### config.mk
export PLATFORM = sky130hd
export DESIGN_NAME = muldiv_seq
export DESIGN_NICKNAME = d
export VERILOG_FILES = /design/src/rtl/muldiv_pkg.sv /design/src/rtl/muldiv_mag.sv /design/src/rtl/muldiv_ctrl.sv /design/src/rtl/muldiv_core.sv /design/src/rtl/muldiv_seq.sv
export SDC_FILE = /design/constraint.sdc
export NUM_CORES = 1
export LEC_CHECK = 0
export BUFFER_PORTS_ARGS = -buffer_cell sky130_fd_sc_hd__buf_2
export CORE_ASPECT_RATIO = 0.9
export CORE_MARGIN = 2
export CORE_UTILIZATION = 60
export CTS_BUF_LIST = sky130_fd_sc_hd__clkbuf_8 sky130_fd_sc_hd__clkbuf_16
export CTS_CLUSTER_DIAMETER = 80
export DETAILED_ROUTE_END_ITERATION = 8
export PLACE_DENSITY = 0.89
export SYNTH_ARGS = -nofsm -noshare
export SYNTH_HDL_FRONTEND = slang
export SYNTH_SLANG_ARGS = --single-unit
### constraint.sdc
create_clock -name clk -period 4.33 [get_ports clk]
set_input_delay 0.2165 -clock clk [delete_from_list [all_inputs] [get_ports clk]]
set_output_delay 0.2165 -clock clk [all_outputs]
set_load 0.01 [all_outputs]
### src/rtl/muldiv_pkg.sv
package muldiv_pkg;

  typedef enum logic [1:0] {
    OP_MULS = 2'b00,
    OP_MULU = 2'b01,
    OP_DIVS = 2'b10,
    OP_DIVU = 2'b11
  } md_op_e;

  typedef enum logic [1:0] {
    ST_IDLE = 2'd0,
    ST_RUN  = 2'd1,
    ST_FIX  = 2'd2
  } md_state_e;

endpackage

### src/rtl/muldiv_mag.sv
// Converts an operand to its magnitude and reports whether it was negative.
module muldiv_mag #(
  parameter int W = 32
) (
  input  logic [W-1:0] val_i,
  input  logic         sgn_i,
  output logic [W-1:0] mag_o,
  output logic         neg_o
);
  always_comb begin
    neg_o = sgn_i & val_i[W-1];
    mag_o = neg_o ? (~val_i + W'(1)) : val_i;
  end
endmodule

### src/rtl/muldiv_ctrl.sv
// Sequencer: idle, ITER iteration cycles, one sign-fix cycle.
module muldiv_ctrl
  import muldiv_pkg::*;
#(
  parameter int ITER = 32
) (
  input  logic clk,
  input  logic rst,
  input  logic start_i,
  output logic load_o,
  output logic step_o,
  output logic fix_o,
  output logic busy_o,
  output logic done_o
);
  localparam int CW = (ITER > 1) ? $clog2(ITER) : 1;

  md_state_e     state_q;
  logic [CW-1:0] cnt_q;

  assign load_o = (state_q == ST_IDLE) && start_i;
  assign step_o = (state_q == ST_RUN);
  assign fix_o  = (state_q == ST_FIX);
  assign busy_o = (state_q != ST_IDLE);

  always_ff @(posedge clk) begin
    if (rst) begin
      state_q <= ST_IDLE;
      cnt_q   <= '0;
      done_o  <= 1'b0;
    end else begin
      done_o <= 1'b0;
      case (state_q)
        ST_IDLE: begin
          if (start_i) begin
            state_q <= ST_RUN;
            cnt_q   <= '0;
          end
        end
        ST_RUN: begin
          if (cnt_q == CW'(ITER - 1)) state_q <= ST_FIX;
          cnt_q <= cnt_q + CW'(1);
        end
        ST_FIX: begin
          state_q <= ST_IDLE;
          done_o  <= 1'b1;
        end
        default: state_q <= ST_IDLE;
      endcase
    end
  end
endmodule

### src/rtl/muldiv_core.sv
// Shared iteration datapath: right shift-and-add or left restoring shift-and-subtract.
module muldiv_core #(
  parameter int W = 32
) (
  input  logic         clk,
  input  logic         rst,
  input  logic         load_i,
  input  logic         step_i,
  input  logic         ld_div_i,
  input  logic         run_div_i,
  input  logic [W-1:0] mag_a_i,
  input  logic [W-1:0] mag_b_i,
  output logic [2*W-1:0] work_o
);
  logic [2*W-1:0] work_q;
  logic [W-1:0]   opnd_q;

  logic [W:0]     add_sum;
  logic [W:0]     top_sh;
  logic [W+1:0]   diff;
  logic [2*W-1:0] nxt_mul;
  logic [2*W-1:0] nxt_div;

  always_comb begin
    // multiply step: conditional add into the upper half, then shift right
    add_sum = {1'b0, work_q[2*W-1:W]} + (work_q[0] ? {1'b0, opnd_q} : '0);
    nxt_mul = {add_sum, work_q[W-1:1]};
    // divide step: shift left, trial subtract, keep or restore
    top_sh  = work_q[2*W-1:W-1];
    diff    = {1'b0, top_sh} - {2'b00, opnd_q};
    if (!diff[W+1]) nxt_div = {diff[W-1:0], work_q[W-2:0], 1'b1};
    else            nxt_div = {top_sh[W-1:0], work_q[W-2:0], 1'b0};
  end

  always_ff @(posedge clk) begin
    if (rst) begin
      work_q <= '0;
      opnd_q <= '0;
    end else if (load_i) begin
      work_q <= {{W{1'b0}}, (ld_div_i ? mag_a_i : mag_b_i)};
      opnd_q <= ld_div_i ? mag_b_i : mag_a_i;
    end else if (step_i) begin
      work_q <= run_div_i ? nxt_div : nxt_mul;
    end
  end

  assign work_o = work_q;
endmodule

### src/rtl/muldiv_seq.sv
module muldiv_seq
  import muldiv_pkg::*;
#(
  parameter int W = 32
) (
  input  logic         clk,
  input  logic         rst,
  input  logic         start_i,
  input  logic [1:0]   op_i,
  input  logic [W-1:0] a_i,
  input  logic [W-1:0] b_i,
  output logic         busy_o,
  output logic         done_o,
  output logic [W-1:0] hi_o,
  output logic [W-1:0] lo_o
);
  md_op_e op_e;
  logic   in_sgn, in_div;

  assign op_e   = md_op_e'(op_i);
  assign in_sgn = (op_e == OP_MULS) || (op_e == OP_DIVS);
  assign in_div = (op_e == OP_DIVS) || (op_e == OP_DIVU);

  logic [W-1:0] mag_a, mag_b;
  logic         neg_a, neg_b;

  muldiv_mag #(.W(W)) u_mag_a (.val_i(a_i), .sgn_i(in_sgn), .mag_o(mag_a), .neg_o(neg_a));
  muldiv_mag #(.W(W)) u_mag_b (.val_i(b_i), .sgn_i(in_sgn), .mag_o(mag_b), .neg_o(neg_b));

  logic load, step, fix;

  muldiv_ctrl #(.ITER(W)) u_ctrl (
    .clk(clk), .rst(rst), .start_i(start_i),
    .load_o(load), .step_o(step), .fix_o(fix),
    .busy_o(busy_o), .done_o(done_o)
  );

  logic div_q, sgn_q, neg_a_q, neg_b_q, bzero_q;

  always_ff @(posedge clk) begin
    if (rst) begin
      div_q   <= 1'b0;
      sgn_q   <= 1'b0;
      neg_a_q <= 1'b0;
      neg_b_q <= 1'b0;
      bzero_q <= 1'b0;
    end else if (load) begin
      div_q   <= in_div;
      sgn_q   <= in_sgn;
      neg_a_q <= neg_a;
      neg_b_q <= neg_b;
      bzero_q <= (b_i == '0);
    end
  end

  logic [2*W-1:0] work;

  muldiv_core #(.W(W)) u_core (
    .clk(clk), .rst(rst), .load_i(load), .step_i(step),
    .ld_div_i(in_div), .run_div_i(div_q),
    .mag_a_i(mag_a), .mag_b_i(mag_b), .work_o(work)
  );

  // sign correction applied in the fix cycle
  logic [2*W-1:0] prod;
  logic [W-1:0]   quo, rem, res_hi, res_lo;

  always_comb begin
    prod = (sgn_q && (neg_a_q ^ neg_b_q)) ? (~work + (2*W)'(1)) : work;
    quo  = work[W-1:0];
    rem  = work[2*W-1:W];
    if (sgn_q && (neg_a_q ^ neg_b_q) && !bzero_q) quo = ~quo + W'(1);
    if (sgn_q && neg_a_q)                         rem = ~rem + W'(1);
    if (div_q) begin
      res_hi = rem;
      res_lo = quo;
    end else begin
      res_hi = prod[2*W-1:W];
      res_lo = prod[W-1:0];
    end
  end

  always_ff @(posedge clk) begin
    if (rst) begin
      hi_o <= '0;
      lo_o <= '0;
    end else if (fix) begin
      hi_o <= res_hi;
      lo_o <= res_lo;
    end
  end
endmodule

==> flow_summary.yaml, run 1 <==
status:
  status: "finished, final reports clean"
global_route:
  grt_use_total_pct: 35.3
  grt_first_pass_wirelength_mm: 67.9
  antenna_found_initial: 0
  grt_overflow_total: 0
  grt_pass1_vias: 12775
  grt_max_degree: 99
place:
  gp_congestion: 0.997
  hpwl_mm: 32.6
  dp_slack_ns: 0.614
  port_buffers: 134
cts:
  cts_buffer_depth: 2
  cts_hold_buf: 0
  clock-sinks: 173
  cts_tree: "built"
  cts.clk_slew.worst_paths_ns: 0.08
  cts_resized: 0
  root_buffer: "clkbuf_16"
  htreeDepth: 4
  insertion_delay_ns: 0.44
  numCtsBuffers: 17
  postCtsSetupRepairBufs: 0
synthesis:
  syn-instance-count: 1896
  ys_ff_latch: 173
  synth_area_um2: 13800
  synth.top_cell.area_share_pct: 25.0
  ys_seq_area_share_pct: 25.0
  async_flop_share_pct: 0
  synthFlopType: "dfxtp_1"
  syn_area_per_cell_um2: 7.29
  synth_edf_count: 0
  ys_types: 73
  yosys.area.top_type: "dfxtp_1"
  synth_area_leaders: "dfxtp_1 (25%), a21oi_1 (7.3%), nor2_1 (7.1%)"
  ys_warn_count: 0
  syn_nets: 2037
timing:
  worst_hold_slack_ns: 0.0779
  layout_setup_ws_ns: 0.403
  fmax_mhz: 255
  relSlewSlack_pct: 20.4
  clock_skew_ns: 0.0124
  grt_setup_unrepaired: "false"
  hold_violations: 0
  fin_setup_tns_ns: 0
  min_period_ns: 3.93
  slew_violations: 0
  fin_crit_sh_pct: 90.7
  worstMarginPinSlew_ns: 1.19
  setup_violations: 0
floorplanning:
  ios: 135
  coreArea_um2: 22600
  dieArea_um2: 24300
  rows: 52
  die_w_um: 164
  die_h_um: 148
  start_util_pct: 61.2
worst_setup_path:
  critical_path_required_ns: 4.66
  cpMostUsedCell: "a21oi_1"
  worst_setup_path_end_kind: "register"
  start_kind: "register"
  critPathSlowestCell: "dfxtp_1"
  worst-path-max-fanout: 9
  cp_cell_sequence: "inv_1 > fa_1 > nand2b_1 > a21oi_1 > o21ai_1 > o21ai_1 > a21oi_1 > o221a_2 > a21oi_1 > a31oi_1 > xnor2_1 > mux2_2 > a221o_1"
  path_buf_inv: 1
  cp_top_family: "compound AO/OA/AOI/OAI gates"
  critPathMaxStageDelay_ns: 0.51
  critPathArrivalTime_ns: 4.26
  path_class: "register to register"
job:
  maxCapViolCount: 0
min_path:
  hold_path.class: "input pin to register"
finish:
  area_delta_synth_final_pct: 10.9
  n_antenna_cell: 0
  nNetsFinal: 2107
  drive_above_1_share_pct: 12.1
pwr:
  p_per_area_nw_per_um2: 320
  p_leak_nw: 6.13
  vdd_drop_max_mv: 0.289
detailed_routing:
  wl_per_cell_um: 19.5
  drt_iter0_drc: 1601
  routed_wl_mm: 44.3
  drc: 0
  vias: 14681
  dr.pass1.iters: 7
  routed_via_density: 6.45
  ant_nets: 0
logic make-up (layout without fill, tap and decap cells):
kind of cell	Yosys count	in the layout	synth area share (%)
compound gates	613	613	28.3
xor+xnor	157	157	9.95
fa+ha+maj	72	72	6.62
buf+inv	182	265	5.00
flops	173	173	25.0
mux	54	54	3.96
simple gates	645	645	21.1
where the power goes:
part	internal, W	switching [W]
Combinational	0.000552	0.000942
Clock	0.000802	0.000831
Sequential	0.00166	0.000121
registers in the layout (all words and copies together), names as in the netlist:
name / flops
u_core.work_o: 64
hi_o: 32
lo_o: 32
u_core.opnd_q: 32
u_ctrl.cnt_q: 5
u_ctrl.state_q: 2
bzero_q: 1
div_q: 1
neg_a_q: 1
neg_b_q: 1
sgn_q: 1
u_ctrl.done_o: 1
final timing paths:
check | startpoint | endpoint | slack [ns] | cells past startpoint
worst max-delay path | u_core.work_o[32] | u_core.work_o[56] | 0.40 | 13
worst min register to register | hi_o[4] | hi_o[4] | 0.45 | 2
worst min-delay path | op_i[0] | sgn_q | 0.08 | 2
worst max register to register | u_core.work_o[32] | u_core.work_o[56] | 0.40 | 13
metal layers:
| layer | vias up | GRT usage, % | part of all wire [%] |
|---|---|---|---|
| met5 | - | 0 | 0 |
| met4 | 0 | 10.7 | 2.6 |
| met3 | 88 | 8.47 | 11 |
| met2 | 807 | 53.2 | 43 |
| met1 | 6812 | 49.9 | 44 |
| li1 | 6974 | - | - |
through the flow:
step / total power, W / area [um2] / std cells / util, %
after global placement: 0.00322 / 14700 / 2244 / 65.1
after detailed placement: 0.00325 / 14700 / 2244 / 65.1
final: 0.00491 / 15300 / 2276 / 67.9
after floorplan: 0.00282 / 13800 / 1896 / -
after global routing: 0.00510 / 15300 / 2276 / 67.9
after CTS: 0.00486 / 15300 / 2276 / 67.9
cells in the final DEF, fill, tap and decap left out, types with 48 or more instances in the layout:
| cell type | n |
|---|---|
| a21oi_1 | 201 |
| nor2_1 | 262 |
| dfxtp_1 | 172 |
| mux2i_1 | 48 |
| nand2_1 | 177 |
| buf_2 | 133 |
| xor2_1 | 69 |
| a211oi_1 | 111 |
| xnor2_1 | 88 |
| o21ai_0 | 114 |
| ha_1 | 70 |
| inv_1 | 66 |
area by class of cell:
class,count,area [um2]
inverters,66,248
multi-input cells,1541,9700
well taps,297,372
clock inverters,15,206
flip-flops and latches,173,3470
clock buffers,17,425
repair buffers,167,921
fillers,1862,7240
Yosys cell counts, types with 9 or more instances:
cell type,instances
xor2_1,69
o211ai_1,45
buf_1,18
o41ai_1,11
inv_1,66
or4_1,10
mux2i_1,48
a21o_1,17
a31oi_1,19
nand4_1,9
o31ai_1,22
ha_1,70
a311oi_1,10
and3_1,14
nand2b_1,23
nor4_1,14
a211oi_1,111
dfxtp_1,173
o21ai_0,114
or3_1,12
nor2_1,263
clkbuf_1,93
nor2b_1,17
a21oi_1,201
nand2_1,178
nor3_1,39
xnor2_1,88
nand3_1,30
Power figures use the tool's default switching activity.
==> inputs of run 2 (changes only) <==
--- a/config.mk
+++ b/config.mk
@@ -8,11 +8,11 @@
 export BUFFER_PORTS_ARGS = -buffer_cell sky130_fd_sc_hd__buf_2
 export CORE_ASPECT_RATIO = 0.9
 export CORE_MARGIN = 2
-export CORE_UTILIZATION = 60
+export CORE_UTILIZATION = 45
 export CTS_BUF_LIST = sky130_fd_sc_hd__clkbuf_8 sky130_fd_sc_hd__clkbuf_16
 export CTS_CLUSTER_DIAMETER = 80
 export DETAILED_ROUTE_END_ITERATION = 8
-export PLACE_DENSITY = 0.89
+export PLACE_DENSITY = 0.71
 export SYNTH_ARGS = -nofsm -noshare
 export SYNTH_HDL_FRONTEND = slang
 export SYNTH_SLANG_ARGS = --single-unit
==> run 2 against run 1 <==
Critical path depth is the same. Clock power decreased by 4%. Non-clock buffer count up 4. Design area is 0.94% higher. Combinational power barely moved. Fmax is 2.7% lower. Clock-buffer cell count unchanged. Sequential share of layout area down 0.21 points. Cell count increased by 4.8%. Wire length up 2.1%. Critical path type unchanged. Largest power group unchanged.
==> flow_summary.yaml, run 2 (synthesized netlist as in run 1, its figures left out) <==
status:
  status: "finished, final reports clean"
timing:
  worstMarginPinSlew_ns: 1.19
  clock_skew_ns: 0.0196
  fin_setup_tns_ns: 0
  hold_violations: 0
  fin_crit_sh_pct: 93.2
  min_period_ns: 4.03
  grt_setup_unrepaired: "false"
  relSlewSlack_pct: 20.6
  setup_violations: 0
  fmax_mhz: 248
  slew_violations: 0
pwr:
  p_per_area_nw_per_um2: 313
  p_leak_nw: 6.13
  vdd_drop_max_mv: 0.303
finish:
  layout_common_cells: "nor2_1 (262), a21oi_1 (201), nand2_1 (177)"
  n_antenna_cell: 0
  final_common_cell: "nor2_1"
  area_delta_synth_final_pct: 12.0
  fillers: 2962
  nNetsFinal: 2111
  fin_area_um2: 15500
  drive_above_1_share_pct: 12.3
  largest_register_ffs: 64
cts:
  cts_buffer_depth: 2
  cts_tree: "built"
  cts_resized: 0
  postCtsSetupRepairBufs: 0
  clock-sinks: 173
  insertion_delay_ns: 0.45
  cts_hold_buf: 0
  root_buffer: "clkbuf_16"
  htreeDepth: 4
  numCtsBuffers: 17
  cts.clk_slew.worst_paths_ns: 0.08
detailed_routing:
  ant_nets: 0
  dr.pass1.iters: 5
  routed_via_density: 5.97
  drt_iter0_drc: 1448
  routed_wl_mm: 45.3
  wl_per_cell_um: 19.0
  vias: 14253
  drc: 0
floorplanning:
  rows: 60
  die_w_um: 189
  coreArea_um2: 30100
  start_util_pct: 45.9
  dieArea_um2: 32100
  die_h_um: 170
  ios: 135
global_route:
  grt_first_pass_wirelength_mm: 70.2
  grt_overflow_total: 0
  antenna_found_initial: 1
  grt_use_total_pct: 27.7
  grt_max_degree: 90
  grt_pass1_vias: 12729
place:
  gp_congestion: 0.944
  placed_area_um2: 14900
  hpwl_mm: 34.1
  port_buffers: 134
worst_setup_path:
  worst-path-max-fanout: 9
  start_kind: "register"
  reg2reg_setup_slack_ns: 0.30
  critPathArrivalTime_ns: 4.37
  cp_cell_sequence: "inv_1 > fa_1 > nand2b_1 > a21oi_1 > o21ai_1 > o21ai_1 > a21oi_1 > o221a_2 > a21oi_1 > a31oi_1 > xnor2_1 > mux2_2 > a221o_1"
  path_class: "register to register"
  reg2regPathDepth: 13
  r2r_start: "u_core.work_o[32]"
  critPathSlowestCell: "dfxtp_1"
  cpMostUsedCell: "a21oi_1"
  worst_setup_path_end_kind: "register"
  worstReg2RegEnd: "u_core.work_o[56]"
  critPathMaxStageDelay_ns: 0.49
  critical_path_required_ns: 4.67
min_path:
  hold_depth: 2
  hp-start: "op_i[0]"
  min_to: "sgn_q"
  hold_path.class: "input pin to register"
job:
  maxCapViolCount: 0
-- run 2: cell types whose count changed in the layout (fill, tap and decap cells not counted) --
cell / change
buf_4: +3
clkinvlp_4: +3
clkinv_8: -2
inv_12: -2
buf_12: +1
inv_8: +1
-- run 2: power breakdown --
part	total (W)	switching, W	internal, W
clock	0.00157	0.000790	0.000780
sequential	0.00177	0.000112	0.00166
combinational	0.00150	0.000948	0.000550
-- run 2: routing by layer --
layer / up-vias / GRT usage [%] / wire (um) / share of wire (%)
met5: - / 0 / 0 / 0
met1: 6605 / 40.1 / 21000 / 46
met3: 51 / 6.02 / 4260 / 9.4
li1: 6993 / - / - / -
met4: 0 / 6.66 / 803 / 1.8
met2: 604 / 41.5 / 19200 / 42
-- run 2: cell type report --
class	instances	area, um2	area share [%]
clock buffer	17	425	2.75
clock inverter	15	175	1.13
inverter	66	248	1.60
sequential	173	3470	22.4
timing repair buffer	171	963	6.22
tap	403	504	3.26
multi-input combinational	1541	9700	62.6
-- run 2: worst max-delay path by stage --
stage                      startpoint           endpoint  cells past startpoint
floorplan            u_core.work_o[0]  u_core.work_o[63]                     15
global placement    u_core.work_o[31]  u_core.work_o[56]                     14
detailed placement  u_core.work_o[32]  u_core.work_o[56]                     13
CTS                 u_core.work_o[32]  u_core.work_o[56]                     13
global route         u_core.work_o[0]  u_core.work_o[59]                     15
finish              u_core.work_o[32]  u_core.work_o[56]                     13
-- run 2: critical path, delay by kind of cell (launching register included) --
kind                     cells  cell delay, ns
AO/OA/AOI/OAI                8            2.19
XOR/XNOR                     1            0.15
adder cells (fa/ha/maj)      1            0.45
buffers and inverters        1            0.17
flip-flops                   1            0.49
multiplexers                 1            0.26
AND/OR/NAND/NOR              1            0.20
-- run 2: stage by stage --
step	setup WS (ns)	hold slack, ns	power [W]	instances	util [%]
after detailed placement	0.407	0.443	0.00326	2354	49.4
after global routing	0.0471	0.110	0.00507	2386	51.4
after CTS	0.383	0.104	0.00482	2386	51.4
final	0.296	0.119	0.00484	2386	51.4
after floorplan	0.929	0.312	0.00282	1896	-
after global placement	0.508	0.436	0.00325	2354	49.4
